File: src/rtl/lcd_sync_pkg.sv
package lcd_sync_pkg;

  typedef enum logic [1:0] {
    FMT_WIDE565   = 2'b00,
    FMT_NARROW565 = 2'b01,
    FMT_NARROW888 = 2'b10,
    FMT_RSVD      = 2'b11
  } fmt_e;

  // per-format tick scaling handed from control to datapath
  typedef struct packed {
    logic [1:0] cpp;
    logic [2:0] corr;
  } fmt_cfg_t;

  // strobes from control to datapath
  typedef struct packed {
    logic clr;
    logic step;
    logic live;
  } seq_strobe_t;

  function automatic fmt_cfg_t fmtDecode(fmt_e f);
    fmt_cfg_t c;
    case (f)
      FMT_NARROW565: begin c.cpp = 2'd2; c.corr = 3'd3; end
      FMT_NARROW888: begin c.cpp = 2'd3; c.corr = 3'd5; end
      default:       begin c.cpp = 2'd1; c.corr = 3'd0; end
    endcase
    return c;
  endfunction

  function automatic logic fmtValid(fmt_e f);
    return f != FMT_RSVD;
  endfunction

endpackage

File: src/rtl/lcd_sync_ctrl.sv
module lcd_sync_ctrl
  import lcd_sync_pkg::*;
(
  input  logic        clk,
  input  logic        rst,
  input  logic        enable,
  input  logic [1:0]  mode,
  input  logic        frameEnd,
  output seq_strobe_t strobe,
  output fmt_cfg_t    cfg
);

  logic running;
  fmt_e curFmt;
  fmt_e reqFmt;

  assign reqFmt = fmt_e'(mode);

  // format is sampled only when a frame begins
  always_ff @(posedge clk) begin
    if (rst) begin
      running <= 1'b0;
      curFmt  <= FMT_WIDE565;
    end else if (!enable) begin
      running <= 1'b0;
    end else if (!running) begin
      if (fmtValid(reqFmt)) begin
        running <= 1'b1;
        curFmt  <= reqFmt;
      end
    end else if (frameEnd) begin
      curFmt  <= reqFmt;
      running <= fmtValid(reqFmt);
    end
  end

  always_comb begin
    strobe.live = running;
    strobe.step = running && enable;
    strobe.clr  = !(running && enable);
    cfg         = fmtDecode(curFmt);
  end

endmodule

File: src/rtl/lcd_sync_dp.sv
module lcd_sync_dp
  import lcd_sync_pkg::*;
#(
  parameter int ACT_PIX     = 320,
  parameter int ACT_LINES   = 240,
  parameter int BLANK_LINES = 4,
  parameter int H_TOTAL     = 336,
  parameter int H_START     = 7,
  parameter int H_PULSE     = 2,
  parameter int V_PULSE     = 2,
  parameter int LINE_W      = 8,
  parameter int PIX_W       = 9
)(
  input  logic              clk,
  input  logic              rst,
  input  seq_strobe_t       strobe,
  input  fmt_cfg_t          cfg,
  output logic              frameEnd,
  output logic              hsyncN,
  output logic              vsyncN,
  output logic              de,
  output logic [LINE_W-1:0] lineIdx,
  output logic [PIX_W-1:0]  pixIdx
);

  localparam int V_TOTAL = ACT_LINES + BLANK_LINES;
  localparam int V_TOP   = BLANK_LINES / 2;
  localparam int V_BOT   = V_TOP + ACT_LINES;
  localparam int H_W     = $clog2(H_TOTAL * 3 + 1);

  logic [H_W-1:0]    hCnt;
  logic [LINE_W-1:0] vCnt;
  logic [1:0]        phase;
  logic [PIX_W-1:0]  pixCnt;

  logic [H_W-1:0] cppH, hLast, hPulseEnd, vPulseEnd, winStart, winStop;
  logic lineEnd, hWin, vWin, syncLow;

  // mode-scaled limits; the multiplier is at most 3
  always_comb begin
    cppH      = H_W'(cfg.cpp);
    hLast     = H_W'(H_TOTAL) * cppH - H_W'(1);
    hPulseEnd = H_W'(H_PULSE) * cppH;
    vPulseEnd = H_W'(V_PULSE) * cppH;
    winStart  = H_W'(H_START) * cppH + H_W'(cfg.corr);
    winStop   = winStart + H_W'(ACT_PIX) * cppH;
  end

  assign lineEnd  = hCnt == hLast;
  assign frameEnd = lineEnd && (vCnt == LINE_W'(V_TOTAL - 1));
  assign hWin     = (hCnt >= winStart) && (hCnt < winStop);
  assign vWin     = (vCnt >= LINE_W'(V_TOP)) && (vCnt < LINE_W'(V_BOT));
  assign syncLow  = hCnt < hPulseEnd;

  always_ff @(posedge clk) begin
    if (rst || strobe.clr) begin
      hCnt   <= '0;
      vCnt   <= '0;
      phase  <= '0;
      pixCnt <= '0;
    end else if (strobe.step) begin
      if (lineEnd) begin
        hCnt   <= '0;
        phase  <= '0;
        pixCnt <= '0;
        vCnt   <= frameEnd ? '0 : vCnt + LINE_W'(1);
      end else begin
        hCnt <= hCnt + H_W'(1);
        if (hWin) begin
          if (phase == cfg.cpp - 2'd1) begin
            phase  <= '0;
            pixCnt <= pixCnt + PIX_W'(1);
          end else begin
            phase <= phase + 2'd1;
          end
        end
      end
    end
  end

  always_comb begin
    hsyncN  = !(strobe.live && syncLow);
    vsyncN  = !(strobe.live && (vCnt == '0) && (hCnt < vPulseEnd));
    de      = strobe.live && hWin && vWin;
    lineIdx = vCnt;
    pixIdx  = de ? pixCnt : '0;
  end

endmodule

File: src/rtl/lcd_sync_gen.sv
module lcd_sync_gen
  import lcd_sync_pkg::*;
#(
  parameter int ACT_PIX     = 320,
  parameter int ACT_LINES   = 240,
  parameter int BLANK_LINES = 4,
  parameter int H_TOTAL     = 336,
  parameter int H_START     = 7,
  parameter int H_PULSE     = 2,
  parameter int V_PULSE     = 2
)(
  input  logic clk,
  input  logic rst,
  input  logic enable,
  input  logic [1:0] mode,
  output logic hsyncN,
  output logic vsyncN,
  output logic de,
  output logic [$clog2(ACT_LINES + BLANK_LINES)-1:0] lineIdx,
  output logic [$clog2(ACT_PIX + 1)-1:0] pixIdx
);

  localparam int LINE_W    = $clog2(ACT_LINES + BLANK_LINES);
  localparam int PIX_W     = $clog2(ACT_PIX + 1);
  localparam int LAST_LINE = ACT_LINES + BLANK_LINES - 1;

  seq_strobe_t strobe;
  fmt_cfg_t    cfg;
  logic        frameEnd;

  lcd_sync_ctrl u_ctrl (
    .clk      (clk),
    .rst      (rst),
    .enable   (enable),
    .mode     (mode),
    .frameEnd (frameEnd),
    .strobe   (strobe),
    .cfg      (cfg)
  );

  lcd_sync_dp #(
    .ACT_PIX     (ACT_PIX),
    .ACT_LINES   (ACT_LINES),
    .BLANK_LINES (BLANK_LINES),
    .H_TOTAL     (H_TOTAL),
    .H_START     (H_START),
    .H_PULSE     (H_PULSE),
    .V_PULSE     (V_PULSE),
    .LINE_W      (LINE_W),
    .PIX_W       (PIX_W)
  ) u_dp (
    .clk      (clk),
    .rst      (rst),
    .strobe   (strobe),
    .cfg      (cfg),
    .frameEnd (frameEnd),
    .hsyncN   (hsyncN),
    .vsyncN   (vsyncN),
    .de       (de),
    .lineIdx  (lineIdx),
    .pixIdx   (pixIdx)
  );

endmodule

File: config.mk
export PLATFORM = sky130hd
export DESIGN_NAME = lcd_sync_gen
export DESIGN_NICKNAME = d
export VERILOG_FILES = /design/src/rtl/lcd_sync_pkg.sv /design/src/rtl/lcd_sync_ctrl.sv /design/src/rtl/lcd_sync_dp.sv /design/src/rtl/lcd_sync_gen.sv
export SDC_FILE = /design/constraint.sdc
export NUM_CORES = 1
export LEC_CHECK = 0
export BUFFER_PORTS_ARGS = -buffer_cell sky130_fd_sc_hd__buf_4
export CELL_PAD_IN_SITES_DETAIL_PLACEMENT = 1
export CELL_PAD_IN_SITES_GLOBAL_PLACEMENT = 2
export CORE_MARGIN = 1.5
export CORE_UTILIZATION = 31
export CTS_CLUSTER_SIZE = 14
export DETAILED_ROUTE_END_ITERATION = 8
export PLACE_DENSITY = 0.83
export SLEW_MARGIN = 20
export SYNTH_ARGS = -nofsm -noshare
export SYNTH_HDL_FRONTEND = slang
export SYNTH_SLANG_ARGS = --single-unit
File: constraint.sdc
create_clock -name clk -period 2.6 [get_ports clk]
set_input_delay 0.52 -clock clk [delete_from_list [all_inputs] [get_ports clk]]
set_output_delay 0.52 -clock clk [all_outputs]
set_load 0.02 [all_outputs]
# --- Yosys cells after proc, flatten, opt, wreduce, memory -nomap -nowiden ---
# Cells that the tools add are included.
# W data, S select, Z words.
op_classes:
  add_sub_neg: 8
  multipliers: 3
  magnitude_cmp: 5
  eq_ne: 7
  mux: 16
  bitwise: 1
  n_reduce_logical: 22
op_table:
  columns: ["cell", "count"]
  rows:
  - ["$mux W9", 4]
  - ["$mux W2", 6]
  - ["$add A10 B1 Y10 const B", 1]
  - ["$add A10 B10 Y10", 1]
  - ["$eq A10 B10 Y1", 1]
  - ["$ge A10 B10 Y1", 1]
  - ["$lt A10 B10 Y1", 1]
  - ["$lt A10 B3 Y1", 1]
  - ["$mux W10", 1]
  - ["$pmux W5 S2", 1]
  - ["$sub A10 B1 Y10 const B", 1]
  - ["$add A9 B1 Y9 const B", 1]
  - ["$logic_and A1 B1 Y1", 9]
  - ["$add A8 B1 Y8 const B", 1]
  - ["$eq A8 B8 Y1 const B", 1]
  - ["$ge A8 B2 Y1 const B", 1]
  - ["$logic_not A8 Y1", 1]
  - ["$lt A8 B8 Y1 const B", 1]
  - ["$mux W8", 1]
  - ["$add A5 B3 Y6", 1]
  - ["$mul A5 B2 Y6 const A", 1]
  - ["$reduce_and A3 Y1", 2]
  - ["$reduce_bool A2 Y1", 3]
  - ["$mul A3 B2 Y5 const A", 1]
  - ["other kinds (14)", 19]
totals:
  ff_bits: 32
  in_bits: 5
  out_inout_bits: 20
  wordCells: 68

# --- Logic depth before layout (Yosys ltp) ---
depth:
  ltp_word: 10
  ltp_mapped: 11
  depth_no_buf: 10

# --- Cells and area by module ---
# A second synthesis with hierarchy kept.
hier_totals:
  cells_unflattened: 267
  area_unflattened_um2: 2237.1
by_module_without_submodules:
  columns: ["mod", "n_inst", "cells_per_inst", "area_each_um2", "seq_area_each_um2"]
  rows:
  - ["lcd_sync_dp", 1, 242, 2033.2, 580.6]
  - ["lcd_sync_ctrl", 1, 25, 203.9, 60.1]

# --- Worst setup path after synthesis ---
# OpenSTA, ideal clock, no wires.
synth_path:
  path_type: "register to output"
  start: "register u_ctrl.curFmt[0]"
  end: "output pixIdx[0]"
  arrival_ns: 2.521
  required_ns: 2.080
  setup_slack_ns: -0.441
  stages_incl_launch_ff: 11
  n_path_buf: 0
  path_cell_list: "dfxtp_1 inv_1 ha_1 inv_1 ha_1 a21o_1 a211oi_2 a211o_1 nand4b_2 nor2_1 and2_1"
synth_between:
  elab_chain_cells: 10
  word_cells_on_any_way: 13
  classes_between: "add/sub (2); mul (2); order compare (2); eq/ne (2); mux (2); reduce/logical (3)"
synth_rtl:
  columns: ["item", "line", "rtl"]
  rows:
  - ["start, declared", "lcd_sync_ctrl.sv:14", "fmt_e curFmt;"]
  - ["start signal, assigned", "lcd_sync_ctrl.sv:29", "curFmt <= reqFmt;"]
  - ["start signal, assigned", "lcd_sync_ctrl.sv:32", "curFmt <= reqFmt;"]
  - ["$eq A2 B2 Y1 or $eq A2 B1 Y1 (tied branches)", "lcd_sync_pkg.sv:25", "case (f)"]
  - ["$pmux W5 S2 (*)", "lcd_sync_pkg.sv:25", null]
  - ["$mul A3 B2 Y5", "lcd_sync_dp.sv:45", "winStart = H_W'(H_START) * cppH + H_W'(cfg.corr);"]
  - ["$add A5 B3 Y6", "lcd_sync_dp.sv:45", null]
  - ["$add A10 B10 Y10", "lcd_sync_dp.sv:46", "winStop = winStart + H_W'(ACT_PIX) * cppH;"]
  - ["$lt A10 B10 Y1", "lcd_sync_dp.sv:51", "assign hWin = (hCnt >= winStart) && (hCnt < winStop);"]
  - ["$logic_and A1 B1 Y1 (*)", "lcd_sync_dp.sv:51", null]
  - ["$logic_and A1 B1 Y1 (*) (2 in series)", "lcd_sync_dp.sv:84", "de = strobe.live && hWin && vWin;"]
  - ["named net de", "lcd_sync_gen.sv:18", "output logic de,"]
  - ["$mux W9 (*)", "lcd_sync_dp.sv:86", "pixIdx = de ? pixCnt : '0;"]
  - ["end, declared", "lcd_sync_gen.sv:20", "output logic [$clog2(ACT_PIX + 1)-1:0] pixIdx"]
# The timed path passes the listed nets; every way through them passes the cells marked *.

# --- Final worst setup path ---
layout_path:
  start: "register u_ctrl.curFmt[1]"
  end: "output pixIdx[1]"
layout_between:
  elab_chain_cells: 10
  word_cells_on_any_way: 13
  classes_between: "add/sub (2); mul (2); order compare (2); eq/ne (2); mux (2); reduce/logical (3)"
layout_rtl:
  columns: ["item", "line"]
  rows:
  - ["$eq A2 B2 Y1 or $eq A2 B1 Y1 (tied branches)", "lcd_sync_pkg.sv:25"]
  - ["$pmux W5 S2 (*)", "lcd_sync_pkg.sv:25"]
  - ["$mul A3 B2 Y5", "lcd_sync_dp.sv:45"]
  - ["$add A5 B3 Y6", "lcd_sync_dp.sv:45"]
  - ["$add A10 B10 Y10", "lcd_sync_dp.sv:46"]
  - ["$lt A10 B10 Y1", "lcd_sync_dp.sv:51"]
  - ["$logic_and A1 B1 Y1 (*)", "lcd_sync_dp.sv:51"]
  - ["$logic_and A1 B1 Y1 (*) (2 in series)", "lcd_sync_dp.sv:84"]
  - ["$mux W9 (*)", "lcd_sync_dp.sv:86"]
# Every way passes the cells marked *; elsewhere a longest branch is shown, timed or not.

==> flow_summary.ini <==
[power]
combinationalPowerShare_pct = 11.1
switchingPower_mw = 0.270
p_seq_share_pct = 42.9
internal_power_mw = 0.890
clkPwrFrac_pct = 46.0
p_sw_share_pct = 23.3
p_leak_nw = 1.17
powerDensity_mw_per_mm2 = 401
ir_drop_uv = 238
finalPower_mw = 1.16

[critical_path]
r2r_start = u_ctrl.curFmt[1]$_SDFFE_PP0P_
rr_endpoint = u_dp.phase[0]$_SDFFE_PP0P_
rrSetupSlack_ps = -280
cp-endpoint = pixIdx[1]
cp-startpoint = u_ctrl.curFmt[1]$_SDFFE_PP0P_
cp-end-kind = primary output
reg2regPathDepth = 13
cp_max_fo = 5
critPathKind = flop to primary output
cp-start-kind = flop
cp_data_arrival_time_ps = 2460
critical_path_required_ps = 2080

[global_route]
grt_max_degree = 16
antenna_found_initial = 0
grt_pass1_wl_microns = 9970
overflow = 0
grt_pass1_vias = 2025
track_usage_pct = 17.7

[synth]
synth_nets = 269
netlist.area_leader.share_pct = 32.3
synth_edf_count = 0
synth_warnings = 0
seq_area_frac_synth_pct = 32.3
synth_area_per_cell_sq_um = 8.10
ys_top_cells_by_area = dfxtp_1 32%, ha_1 12%, nor2_1 5.3%
synth_area_leader_cell = dfxtp_1
ys_ff_latch = 32
async_reset_ff_share_pct = 0
ys.flop_type = dfxtp_1
syn_inst = 245
ys_types = 41
syn_area_sq_mm = 0.00199

[sta]
tightest_slew_ps = 509
fmaxAchievable_mhz = 336
fin_ws_ps = -380
rsz0062_at_grt = true
layout_min_cycle_time_ps = 2980
finalSetupTns_ps = -5370
post-route-period-util_pct = 115
fin_skew_ps = 2.53
slew_headroom_pct = 65.8
setup_viol = 18
hold_slack_ps = 414
final-max-slew-violation-count = 0
hold_viol_final = 0

[detailed_routing]
wire_per_inst_microns = 16.5
drt_wl_total_microns = 6270
drt_iter0_markers = 89
via_per_inst = 5.39
drc = 0
ant_nets = 0
firstDrtPassIters = 4
dr_total_vias = 2047

[finish]
final_common_cell = buf_4
diodes = 0
area_growth_syn_to_layout_pct = 45.7
drive_above_1_share_pct = 34.1
fin_nets = 328
fillers = 729
final_cell_mix = 37 x buf_4, 30 x dfxtp_1, 27 x nor2_1
post-route-util_pct = 47.7
final_cells = 380

[status]
outcome = finished, violations left
violations = setup timing

[clocking]
cts_root_buf = clkbuf_8
htree_levels = 2
path_clk_slew_ps = 70
clk_path_buf_depth = 2
clk-insertion-delay-late_ps = 290
cts.sinks = 32
cts_tree = built
cts-buffers-inserted = 5

[floorplanning]
coreArea_sq_mm = 0.00606
num_rows = 28
initial_utilization_pct = 32.8
die_w_microns = 83.0
die-height_microns = 83.0
io_pins = 25
die-area_sq_mm = 0.00689

[flow_run]
drv_cap = 0

[place]
placed_cells = 360
dpl.hpwl_microns = 4260
gp_congestion = 0.866
port_buffers = 24

[hold_path]
hp-class = input port to flop
metal layers:
layer | vias to the layer above | GRT usage [%] | part of all wire, %
met2 | 42 | 30.9 | 51
met5 | - | 0 | 0
li1 | 997 | - | -
met3 | 6 | 3.78 | 2.9
met4 | 0 | 3.18 | 0.97
met1 | 1002 | 22.5 | 45
power by group through the flow:
| stage | clock network, mW | registers (mW) | logic, mW |
|---|---|---|---|
| 2_1_floorplan | 0 | 0.508 | 0.0621 |
| 3_5_place_dp | 0 | 0.510 | 0.105 |
| 4_1_cts | 0.543 | 0.498 | 0.115 |
| 5_1_grt | 0.575 | 0.498 | 0.141 |
| 6_report | 0.534 | 0.498 | 0.128 |
| 3_3_place_gp | 0 | 0.509 | 0.101 |
how the worst min path moves through the flow:
| stage | startpoint | cells after the start | end | slack, ps |
|---|---|---|---|---|
| floorplan | u_dp.hCnt[0]$_SDFFE_PP0P_ | 1 | u_dp.hCnt[0]$_SDFFE_PP0P_ | 430 |
| global placement | u_dp.hCnt[0]$_SDFFE_PP0P_ | 1 | u_dp.hCnt[0]$_SDFFE_PP0P_ | 450 |
| detailed placement | u_dp.hCnt[0]$_SDFFE_PP0P_ | 1 | u_dp.hCnt[0]$_SDFFE_PP0P_ | 470 |
| CTS | rst | 2 | u_ctrl.curFmt[1]$_SDFFE_PP0P_ | 410 |
| global route | rst | 2 | u_ctrl.curFmt[1]$_SDFFE_PP0P_ | 420 |
| finish | rst | 2 | u_ctrl.curFmt[0]$_SDFFE_PP0P_ | 410 |
critical path, stage by stage, from the launching register on:
cell      delay, ps
dfxtp_4         360
ha_4            260
buf_4           150
ha_1            300
a21oi_1         160
nor2b_1          80
o21ai_2         190
nand4b_4        130
nor2_4          150
buf_6           130
and2_4          140
buf_6           110
cell families after synthesis:
logic type,synth area share [%]
compound gates,13.1
xor+xnor,6.18
fa+ha+maj,12.0
buf+inv,4.28
flops,32.3
mux,1.01
simple gates,31.2
layout make-up:
class / count / area [sq um] / share of cell area [%]
Inverter: 14 / 52.6 / 1.82
Tap cell: 75 / 93.8 / 3.24
Clock buffer: 7 / 96.3 / 3.33
Multi-Input combinational cell: 193 / 1450 / 50.1
Sequential cell: 32 / 646 / 22.3
Timing Repair Buffer: 58 / 527 / 18.2
Clock inverter: 1 / 30.0 / 1.04
synthesized netlist by cell type (3+ instances only):
cell type	n
a21oi_1	15
a31oi_1	4
and2_1	10
and3_1	6
dfxtp_1	32
ha_1	19
inv_1	14
nand2_1	19
nand3_1	11
nand4_1	6
nor2_1	28
nor3_1	9
nor4_1	4
o21ai_0	10
o31ai_1	3
or3_1	5
or4_1	5
xnor2_1	5
xor2_1	9
stage by stage:
| stage | worst slack, ps | cell area (sq um) |
|---|---|---|
| 2_1_floorplan | 9.38 | 2050 |
| 3_3_place_gp | -101 | 2450 |
| 3_5_place_dp | -152 | 2450 |
| 4_1_cts | -403 | 2740 |
| 5_1_grt | -486 | 2890 |
| 6_report | -380 | 2890 |
state kept, by name, summed over array words and instances, names as in the netlist:
signal and flops:
u_dp.lineIdx 8, u_dp.hCnt 10, u_ctrl.running 1, u_dp.phase 2, u_ctrl.curFmt 2, u_dp.pixCnt 9
repair_timing:
| item | CTS | global route |
|---|---|---|
| setup buffers | 7 | 5 |
| cloned | 0 | 0 |
| pin swaps | 13 | 8 |
| hold buffers | 0 | 0 |
| setup endpoints to repair | 34 | 38 |
| gates resized for setup | 25 | 24 |
No activity file was read; power rests on OpenSTA's default activity.
